### config.mk
export PLATFORM = sky130hd
export DESIGN_NAME = an_pd_arbiter
export DESIGN_NICKNAME = d
export VERILOG_FILES = /design/src/rtl/an_pkg.sv /design/src/rtl/an_datapath.sv /design/src/rtl/an_ctrl.sv /design/src/rtl/an_pd_arbiter.sv
export SDC_FILE = /design/constraint.sdc
export NUM_CORES = 1
export LEC_CHECK = 0
export ABC_AREA = 0
export BUFFER_PORTS_ARGS = -buffer_cell sky130_fd_sc_hd__buf_2
export CORE_MARGIN = 4
export CORE_UTILIZATION = 30
export CTS_BUF_LIST = sky130_fd_sc_hd__clkbuf_4
export DETAILED_ROUTE_END_ITERATION = 7
export PLACE_DENSITY = 0.48
export SYNTH_ARGS = -nofsm -noshare
export SYNTH_HDL_FRONTEND = slang
export SYNTH_SLANG_ARGS = --single-unit
### constraint.sdc
create_clock -name clk -period 2.8 [get_ports clk]
set_clock_uncertainty 0.2 [all_clocks]
set_input_delay 0.14 -clock clk [delete_from_list [all_inputs] [get_ports clk]]
set_output_delay 0.14 -clock clk [all_outputs]
set_load 0.1 [all_outputs]
### src/rtl/an_pkg.sv
package an_pkg;

  typedef enum logic [2:0] {
    ST_IDLE,
    ST_BREAK,
    ST_DETECT,
    ST_WAIT,
    ST_INHIBIT,
    ST_LINKUP
  } anState_t;

  localparam logic [2:0] MODE_NONE = 3'd0;
  localparam logic [2:0] MODE_10H  = 3'd1;
  localparam logic [2:0] MODE_10F  = 3'd2;
  localparam logic [2:0] MODE_100H = 3'd3;
  localparam logic [2:0] MODE_100F = 3'd4;

  typedef struct packed {
    logic clrTimer;
    logic clrStatus;
    logic setMlf;
    logic takeFlp;
    logic takePd100;
    logic takePd10;
    logic setComplete;
  } anStrobe_t;

  function automatic logic [8:0] advFromStraps(input logic allAbil, input logic [1:0] sel);
    logic [8:0] w;
    if (allAbil) w = 9'h1E1;
    else begin
      case (sel)
        2'b00:   w = 9'h021;
        2'b01:   w = 9'h041;
        2'b10:   w = 9'h081;
        default: w = 9'h101;
      endcase
    end
    return w;
  endfunction

endpackage

### src/rtl/an_datapath.sv
module an_datapath
  import an_pkg::*;
#(
  parameter int BREAK_MS   = 1300,
  parameter int WAIT_MS    = 750,
  parameter int INHIBIT_MS = 800
) (
  input  logic       clk,
  input  logic       rstN,
  input  logic       msTick,
  input  anStrobe_t  strobe,
  input  logic [3:0] advAbil,
  input  logic [3:0] partnerAbil,
  output logic       flpOk,
  output logic       modeIs100,
  output logic       breakDone,
  output logic       waitDone,
  output logic       inhibitDone,
  output logic [2:0] mode,
  output logic [3:0] lpAbil,
  output logic       lpAnAble,
  output logic       mlf,
  output logic       complete
);

  localparam int MAX_MS_A = (BREAK_MS > WAIT_MS) ? BREAK_MS : WAIT_MS;
  localparam int MAX_MS   = (MAX_MS_A > INHIBIT_MS) ? MAX_MS_A : INHIBIT_MS;
  localparam int CNT_W    = $clog2(MAX_MS + 1);
  localparam logic [CNT_W-1:0] CNT_MAX = CNT_W'(MAX_MS);
  localparam logic [CNT_W-1:0] BRK_C   = CNT_W'(BREAK_MS);
  localparam logic [CNT_W-1:0] WAIT_C  = CNT_W'(WAIT_MS);
  localparam logic [CNT_W-1:0] INH_C   = CNT_W'(INHIBIT_MS);

  logic [CNT_W-1:0] msCount;
  logic [3:0]       common;
  logic [2:0]       flpMode;

  // shared millisecond timer, restarted by the control on each phase entry
  always_ff @(posedge clk) begin
    if (!rstN)                             msCount <= '0;
    else if (strobe.clrTimer)              msCount <= '0;
    else if (msTick && msCount != CNT_MAX) msCount <= msCount + 1'b1;
  end

  assign breakDone   = (msCount >= BRK_C);
  assign waitDone    = (msCount >= WAIT_C);
  assign inhibitDone = (msCount >= INH_C);

  // priority resolution of the shared abilities
  assign common = advAbil & partnerAbil;
  assign flpOk  = |common;

  always_comb begin
    if (common[3])      flpMode = MODE_100F;
    else if (common[2]) flpMode = MODE_100H;
    else if (common[1]) flpMode = MODE_10F;
    else if (common[0]) flpMode = MODE_10H;
    else                flpMode = MODE_NONE;
  end

  always_ff @(posedge clk) begin
    if (!rstN || strobe.clrStatus) begin
      mode     <= MODE_NONE;
      lpAbil   <= '0;
      lpAnAble <= 1'b0;
      mlf      <= 1'b0;
      complete <= 1'b0;
    end else begin
      if (strobe.takeFlp) begin
        mode     <= flpMode;
        lpAbil   <= partnerAbil;
        lpAnAble <= 1'b1;
      end else if (strobe.takePd100) begin
        mode   <= MODE_100H;
        lpAbil <= 4'b0100;
      end else if (strobe.takePd10) begin
        mode   <= MODE_10H;
        lpAbil <= 4'b0001;
      end
      if (strobe.setMlf)      mlf      <= 1'b1;
      if (strobe.setComplete) complete <= 1'b1;
    end
  end

  assign modeIs100 = (mode == MODE_100H) || (mode == MODE_100F);

endmodule

### src/rtl/an_ctrl.sv
module an_ctrl
  import an_pkg::*;
(
  input  logic       clk,
  input  logic       rstN,
  input  logic       strapForced,
  input  logic       anEnable,
  input  logic       restartReq,
  input  logic       link10,
  input  logic       link100,
  input  logic       partnerDone,
  input  logic [3:0] advAbil,
  input  logic       flpOk,
  input  logic       modeIs100,
  input  logic       breakDone,
  input  logic       waitDone,
  input  logic       inhibitDone,
  output anStrobe_t  strobe,
  output logic       txQuiet,
  output logic       restartBit
);

  anState_t state, stateNext;
  logic armed, enPrev, restartPend, pdSel100, pdSelNext;
  logic qual10, qual100, bothLinks, pdLinkUp, resolvedLinkUp;

  assign qual10         = link10 & advAbil[0];
  assign qual100        = link100 & advAbil[2];
  assign bothLinks      = link10 & link100;
  assign pdLinkUp       = pdSel100 ? link100 : link10;
  assign resolvedLinkUp = modeIs100 ? link100 : link10;

  always_comb begin
    stateNext = state;
    strobe    = '0;
    pdSelNext = pdSel100;
    if (state != ST_IDLE && !anEnable) begin
      stateNext        = ST_IDLE;
      strobe.clrStatus = 1'b1;
    end else if (restartPend && state != ST_IDLE && state != ST_BREAK) begin
      stateNext        = ST_BREAK;
      strobe.clrTimer  = 1'b1;
      strobe.clrStatus = 1'b1;
    end else begin
      case (state)
        ST_IDLE: if (anEnable && armed) begin
          stateNext        = ST_BREAK;
          strobe.clrTimer  = 1'b1;
          strobe.clrStatus = 1'b1;
        end
        ST_BREAK: if (breakDone) stateNext = ST_DETECT;
        ST_DETECT: begin
          if (partnerDone && flpOk) begin
            stateNext       = ST_INHIBIT;
            strobe.takeFlp  = 1'b1;
            strobe.clrTimer = 1'b1;
          end else if (bothLinks) begin
            strobe.setMlf = 1'b1;
          end else if (qual100 || qual10) begin
            stateNext       = ST_WAIT;
            strobe.clrTimer = 1'b1;
            pdSelNext       = qual100;
          end
        end
        ST_WAIT: begin
          if (bothLinks) begin
            stateNext     = ST_DETECT;
            strobe.setMlf = 1'b1;
          end else if (!pdLinkUp) begin
            stateNext = ST_DETECT;
          end else if (waitDone) begin
            stateNext          = ST_LINKUP;
            strobe.takePd100   = pdSel100;
            strobe.takePd10    = !pdSel100;
            strobe.setComplete = 1'b1;
          end
        end
        ST_INHIBIT: begin
          if (resolvedLinkUp) begin
            stateNext          = ST_LINKUP;
            strobe.setComplete = 1'b1;
          end else if (inhibitDone) begin
            stateNext        = ST_BREAK;
            strobe.clrTimer  = 1'b1;
            strobe.clrStatus = 1'b1;
          end
        end
        ST_LINKUP: if (!resolvedLinkUp) begin
          stateNext        = ST_BREAK;
          strobe.clrTimer  = 1'b1;
          strobe.clrStatus = 1'b1;
        end
        default: stateNext = ST_IDLE;
      endcase
    end
  end

  always_ff @(posedge clk) begin
    if (!rstN) begin
      state       <= ST_IDLE;
      armed       <= !strapForced;
      enPrev      <= 1'b1;
      restartPend <= 1'b0;
      pdSel100    <= 1'b0;
    end else begin
      state    <= stateNext;
      pdSel100 <= pdSelNext;
      enPrev   <= anEnable;
      if (anEnable && !enPrev) armed <= 1'b1;
      if (state == ST_IDLE || state == ST_BREAK) restartPend <= 1'b0;
      else if (restartReq)                       restartPend <= 1'b1;
    end
  end

  assign txQuiet    = (state == ST_BREAK);
  assign restartBit = restartPend;

endmodule

### src/rtl/an_pd_arbiter.sv
module an_pd_arbiter
  import an_pkg::*;
#(
  parameter int BREAK_MS   = 1300,
  parameter int WAIT_MS    = 750,
  parameter int INHIBIT_MS = 800
) (
  input  logic       clk,
  input  logic       rstN,
  input  logic       msTick,
  input  logic [1:0] strapSel,
  input  logic       strapAll,
  input  logic       strapForced,
  input  logic       anEnable,
  input  logic       restartReq,
  input  logic       link10,
  input  logic       link100,
  input  logic       partnerDone,
  input  logic [3:0] partnerAbil,
  output logic [8:0] advWord,
  output logic       txQuiet,
  output logic       anComplete,
  output logic [2:0] linkMode,
  output logic [3:0] lpAbil,
  output logic       lpAnAble,
  output logic       multiLinkFault,
  output logic       restartBit
);

  anStrobe_t strobe;
  logic flpOk, modeIs100, breakDone, waitDone, inhibitDone;

  // straps are captured only while reset is held
  always_ff @(posedge clk) begin
    if (!rstN) advWord <= advFromStraps(strapAll, strapSel);
  end

  an_ctrl i_ctrl (
    .clk         (clk),
    .rstN        (rstN),
    .strapForced (strapForced),
    .anEnable    (anEnable),
    .restartReq  (restartReq),
    .link10      (link10),
    .link100     (link100),
    .partnerDone (partnerDone),
    .advAbil     (advWord[8:5]),
    .flpOk       (flpOk),
    .modeIs100   (modeIs100),
    .breakDone   (breakDone),
    .waitDone    (waitDone),
    .inhibitDone (inhibitDone),
    .strobe      (strobe),
    .txQuiet     (txQuiet),
    .restartBit  (restartBit)
  );

  an_datapath #(
    .BREAK_MS   (BREAK_MS),
    .WAIT_MS    (WAIT_MS),
    .INHIBIT_MS (INHIBIT_MS)
  ) i_dp (
    .clk         (clk),
    .rstN        (rstN),
    .msTick      (msTick),
    .strobe      (strobe),
    .advAbil     (advWord[8:5]),
    .partnerAbil (partnerAbil),
    .flpOk       (flpOk),
    .modeIs100   (modeIs100),
    .breakDone   (breakDone),
    .waitDone    (waitDone),
    .inhibitDone (inhibitDone),
    .mode        (linkMode),
    .lpAbil      (lpAbil),
    .lpAnAble    (lpAnAble),
    .mlf         (multiLinkFault),
    .complete    (anComplete)
  );

endmodule

==> qor.csv <==
stage,metric,value,unit
logic_synthesis,synthMuxAreaShare,2.20,%
run_status,status,finished clean,
power_and_ir_drop,vdd_ir_drop_max,0.200,mV
placed_design,io_buffers,31,
routing,detail_route.wl_per_cell,13.8,um
clock_network,clock_latency,0.34,ns
setup_path,startpoint,i_dp.mode[0],
setup_path,r2r_setup_slack,0.47,ns
clock_network,clock_path_buffers,2,
clock_network,cts_hold_buf,15,
timing,setup_violations,0,
routing,dr.pass1.iters,4,
timing,rsz0062_at_grt,no,
floorplan,boundaryPins,37,
cells_and_area,drive_above_1_share,20.6,%
floorplan,die_h,87.1,um
clock_network,root_buffer,clkbuf_4,
clock_network,htreeDepth,2,
floorplan,rows,28,
floorplan,die_w,87.1,um
min_path,hold_start,link10,
routing,vias,1746,
clock_network,cts_made_buffers,5,
placed_design,dp_hpwl,3.50,mm
logic_synthesis,synth-adder-area-share,1.33,%
floorplan,core,5990,um2
timing,hold_viol_final,0,
clock_network,cts_tree,yes,
grt,grt-ovfl-total,0,
routing,routed_wl,4.78,mm
min_path,min_path_type,in2reg,
timing,slew_headroom,48.7,%
clock_network,cts-resized-gates,0,
logic_synthesis,ys_seq_area_share,36.8,%
grt,grt_max_degree,17,
cells_and_area,layout.nets,289,
timing,tightestPinTransition,0.750,ns
cells_and_area,seqCellArea,691,um2
setup_path,cp_top_family,compound AO/OA/AOI/OAI gates,
placed_design,gp_congestion,0.780,
power_and_ir_drop,leakagePower,0.000888,uW
logic_synthesis,synth_cell_type_count,61,
setup_path,worstPathBufferInverterCount,0,
setup_path,path_max_fanout,11,
logic_synthesis,synth_simple_gate_area_share,27.9,%
grt,grt_pass1_vias,1656,
setup_path,arrival,2.33,ns
setup_path,setup.worst_path.class,reg2reg,
floorplan,initial_core_util,31.3,%
logic_synthesis,ys_ff_latch,32,
timing,period_needed,2.33,ns
clock_network,clkTransAtPathRegs,0.11,ns
clock_network,post_cts_buffers,0,
logic_synthesis,synthTopCellsByArea,"dfxtp_1 (29%), edfxtp_1 (8.0%), nand2_1 (4.8%)",
min_path,whs_path_depth,5,
logic_synthesis,synth_compound_area_share,21.6,%
cells_and_area,syn2layout_area_growth,21.7,%
routing,avgViaCountPerCell,5.03,
flow_run,cap_violations,0,
routing,drtIter0Drc,110,
setup_path,reg2reg_from,i_dp.mode[0],
logic_synthesis,async_flop_share,0,%
grt,grt_util_all_layers,13.4,%
routing,drc,0,
logic_synthesis,yosysTopAreaCell,dfxtp_1,
cells_and_area,multi_input_area,1090,um2
logic_synthesis,yosys.area_share.xor_xnor,4.20,%
logic_synthesis,synth_edf_count,5,
grt,antenna_found_initial,0,
clock_network,clock-sinks,32,
logic_synthesis,netlist_top_cells_count,"dfxtp_1 (27), nand2_1 (24), nor2_1 (22)",
placed_design,dp_cells,324,
power_and_ir_drop,power_density,648,nW/um2
logic_synthesis,synthesis.instances,224,
setup_path,worstPathRequired,2.80,ns
setup_path,r2r_cells,5,
floorplan,die_area,7590,um2
cells_and_area,fillers,643,
setup_path,endpoint_kind,register,
logic_synthesis,synth_top_family_by_area,simple AND/OR/NAND/NOR gates,
cells_and_area,fin_cells,347,
timing,finalCritPeriodShare,83.2,%
timing,fmax,429,MHz
logic_synthesis,synthesis.area,1880,um2
cells_and_area,final_util,38.1,%
setup_path,crit_path_top_delay_cell,or4b_4,
logic_synthesis,synth_top_area_share,28.8,%
setup_path,path_cells,"or4b_4, a311o_1, a21oi_1, o21a_1, nor3_1",
logic_synthesis,synth_top_flop_cell,dfxtp_1,
setup_path,slowest_delay,0.57,ns
setup_path,startpoint_type,register,
setup_path,rr_endpoint,i_dp.msCount[0],
grt,grt_pass1_wl,7.95,mm
timing,slew_violations,0,
logic_synthesis,ys_warn_count,0,
routing,ant_nets,0,
cells_and_area,diodes,0,
logic_synthesis,avgSynthCellArea,8.38,um2
timing,setup_tns,0,ns
min_path,hold_end,i_dp.mlf,
logic_synthesis,synth_most_common_cell,dfxtp_1,
==> final cells by class <==
| class | instances | area share, % |
|---|---|---|
| Multi-Input combinational cell | 175 | 47.9 |
| Sequential cell | 32 | 30.2 |
| Timing Repair Buffer | 47 | 13.7 |
| Tap cell | 75 | 4.11 |
| Clock buffer | 5 | 1.64 |
| Inverter | 10 | 1.64 |
| Clock inverter | 3 | 0.821 |
==> how the worst max path moves through the flow <==
| stage | end | slack, ns | depth (start not counted) |
|---|---|---|---|
| after floorplan | i_ctrl.state[2] | 0.03 | 5 |
| after global placement | i_dp.msCount[2] | 0.51 | 5 |
| after detailed placement | i_dp.msCount[9] | 0.48 | 5 |
| after CTS | i_dp.msCount[5] | 0.47 | 5 |
| after global routing | i_dp.lpAbil[0] | 0.33 | 6 |
| final | i_dp.msCount[0] | 0.47 | 5 |
==> worst register-to-register path: cells and delay by family (launching register included) <==
family / cells / cell delay (ns)
AOI/OAI and AO/OA: 3 / 0.95
DFF: 1 / 0.38
and+or+nand+nor: 2 / 0.67
==> sequential cells by signal, summed over array words and instances (netlist names) <==
register / count
i_dp.mlf: 1
i_dp.msCount: 11
i_dp.complete: 1
i_ctrl.armed: 1
i_dp.lpAbil: 4
i_ctrl.state: 3
i_ctrl.enPrev: 1
i_ctrl.restartBit: 1
i_dp.lpAnAble: 1
i_ctrl.pdSel100: 1
advWord: 4
i_dp.mode: 3
==> cell families after synthesis <==
family | after synthesis
other cells | 2
fa+ha+maj | 2
simple gates | 101
buf+inv | 20
xor+xnor | 9
mux | 4
compound gates | 54
flops | 32
==> cells in the final DEF, fill, tap and decap left out, types with 4 or more instances in the layout <==
master,n
buf_2,31
dfxtp_1,27
nand2_1,24
nor2_1,22
nor3_1,16
dlygate4sd3_1,15
a21oi_1,11
inv_1,10
o21ai_0,9
xor2_1,6
nand3_1,5
conb_1,5
edfxtp_1,5
clkbuf_4,5
nand4_1,4
nand2b_1,4
nor2b_1,4
==> stage by stage <==
| stage | cell area (um2) | power (uW) | setup WS, ns | hold slack, ns |
|---|---|---|---|---|
| final | 2280 | 1480 | 0.469 | 0.0716 |
| after global routing | 2280 | 1590 | 0.326 | 0.101 |
| after CTS | 2280 | 1500 | 0.469 | 0.0526 |
| after detailed placement | 2080 | 1200 | 0.480 | 0.192 |
| after global placement | 2080 | 1210 | 0.512 | 0.180 |
| after floorplan | 1890 | 1080 | 0.0343 | 0.00876 |
==> metal layers <==
metal	part of all wire, %	track usage, %	vias to the layer above
li1	-	-	893
met1	46	17.4	819
met2	49	21.7	30
met3	4.1	3.22	4
met4	0.98	4.74	0
met5	0	0	-
==> report_power, final <==
part	total, uW	leakage [uW]	internal [uW]	switching [uW]
registers	566	0.000267	507	59.8
clock network	268	0.0000349	96.3	172
logic	646	0.000586	195	451
Power figures use the tool's default switching activity.
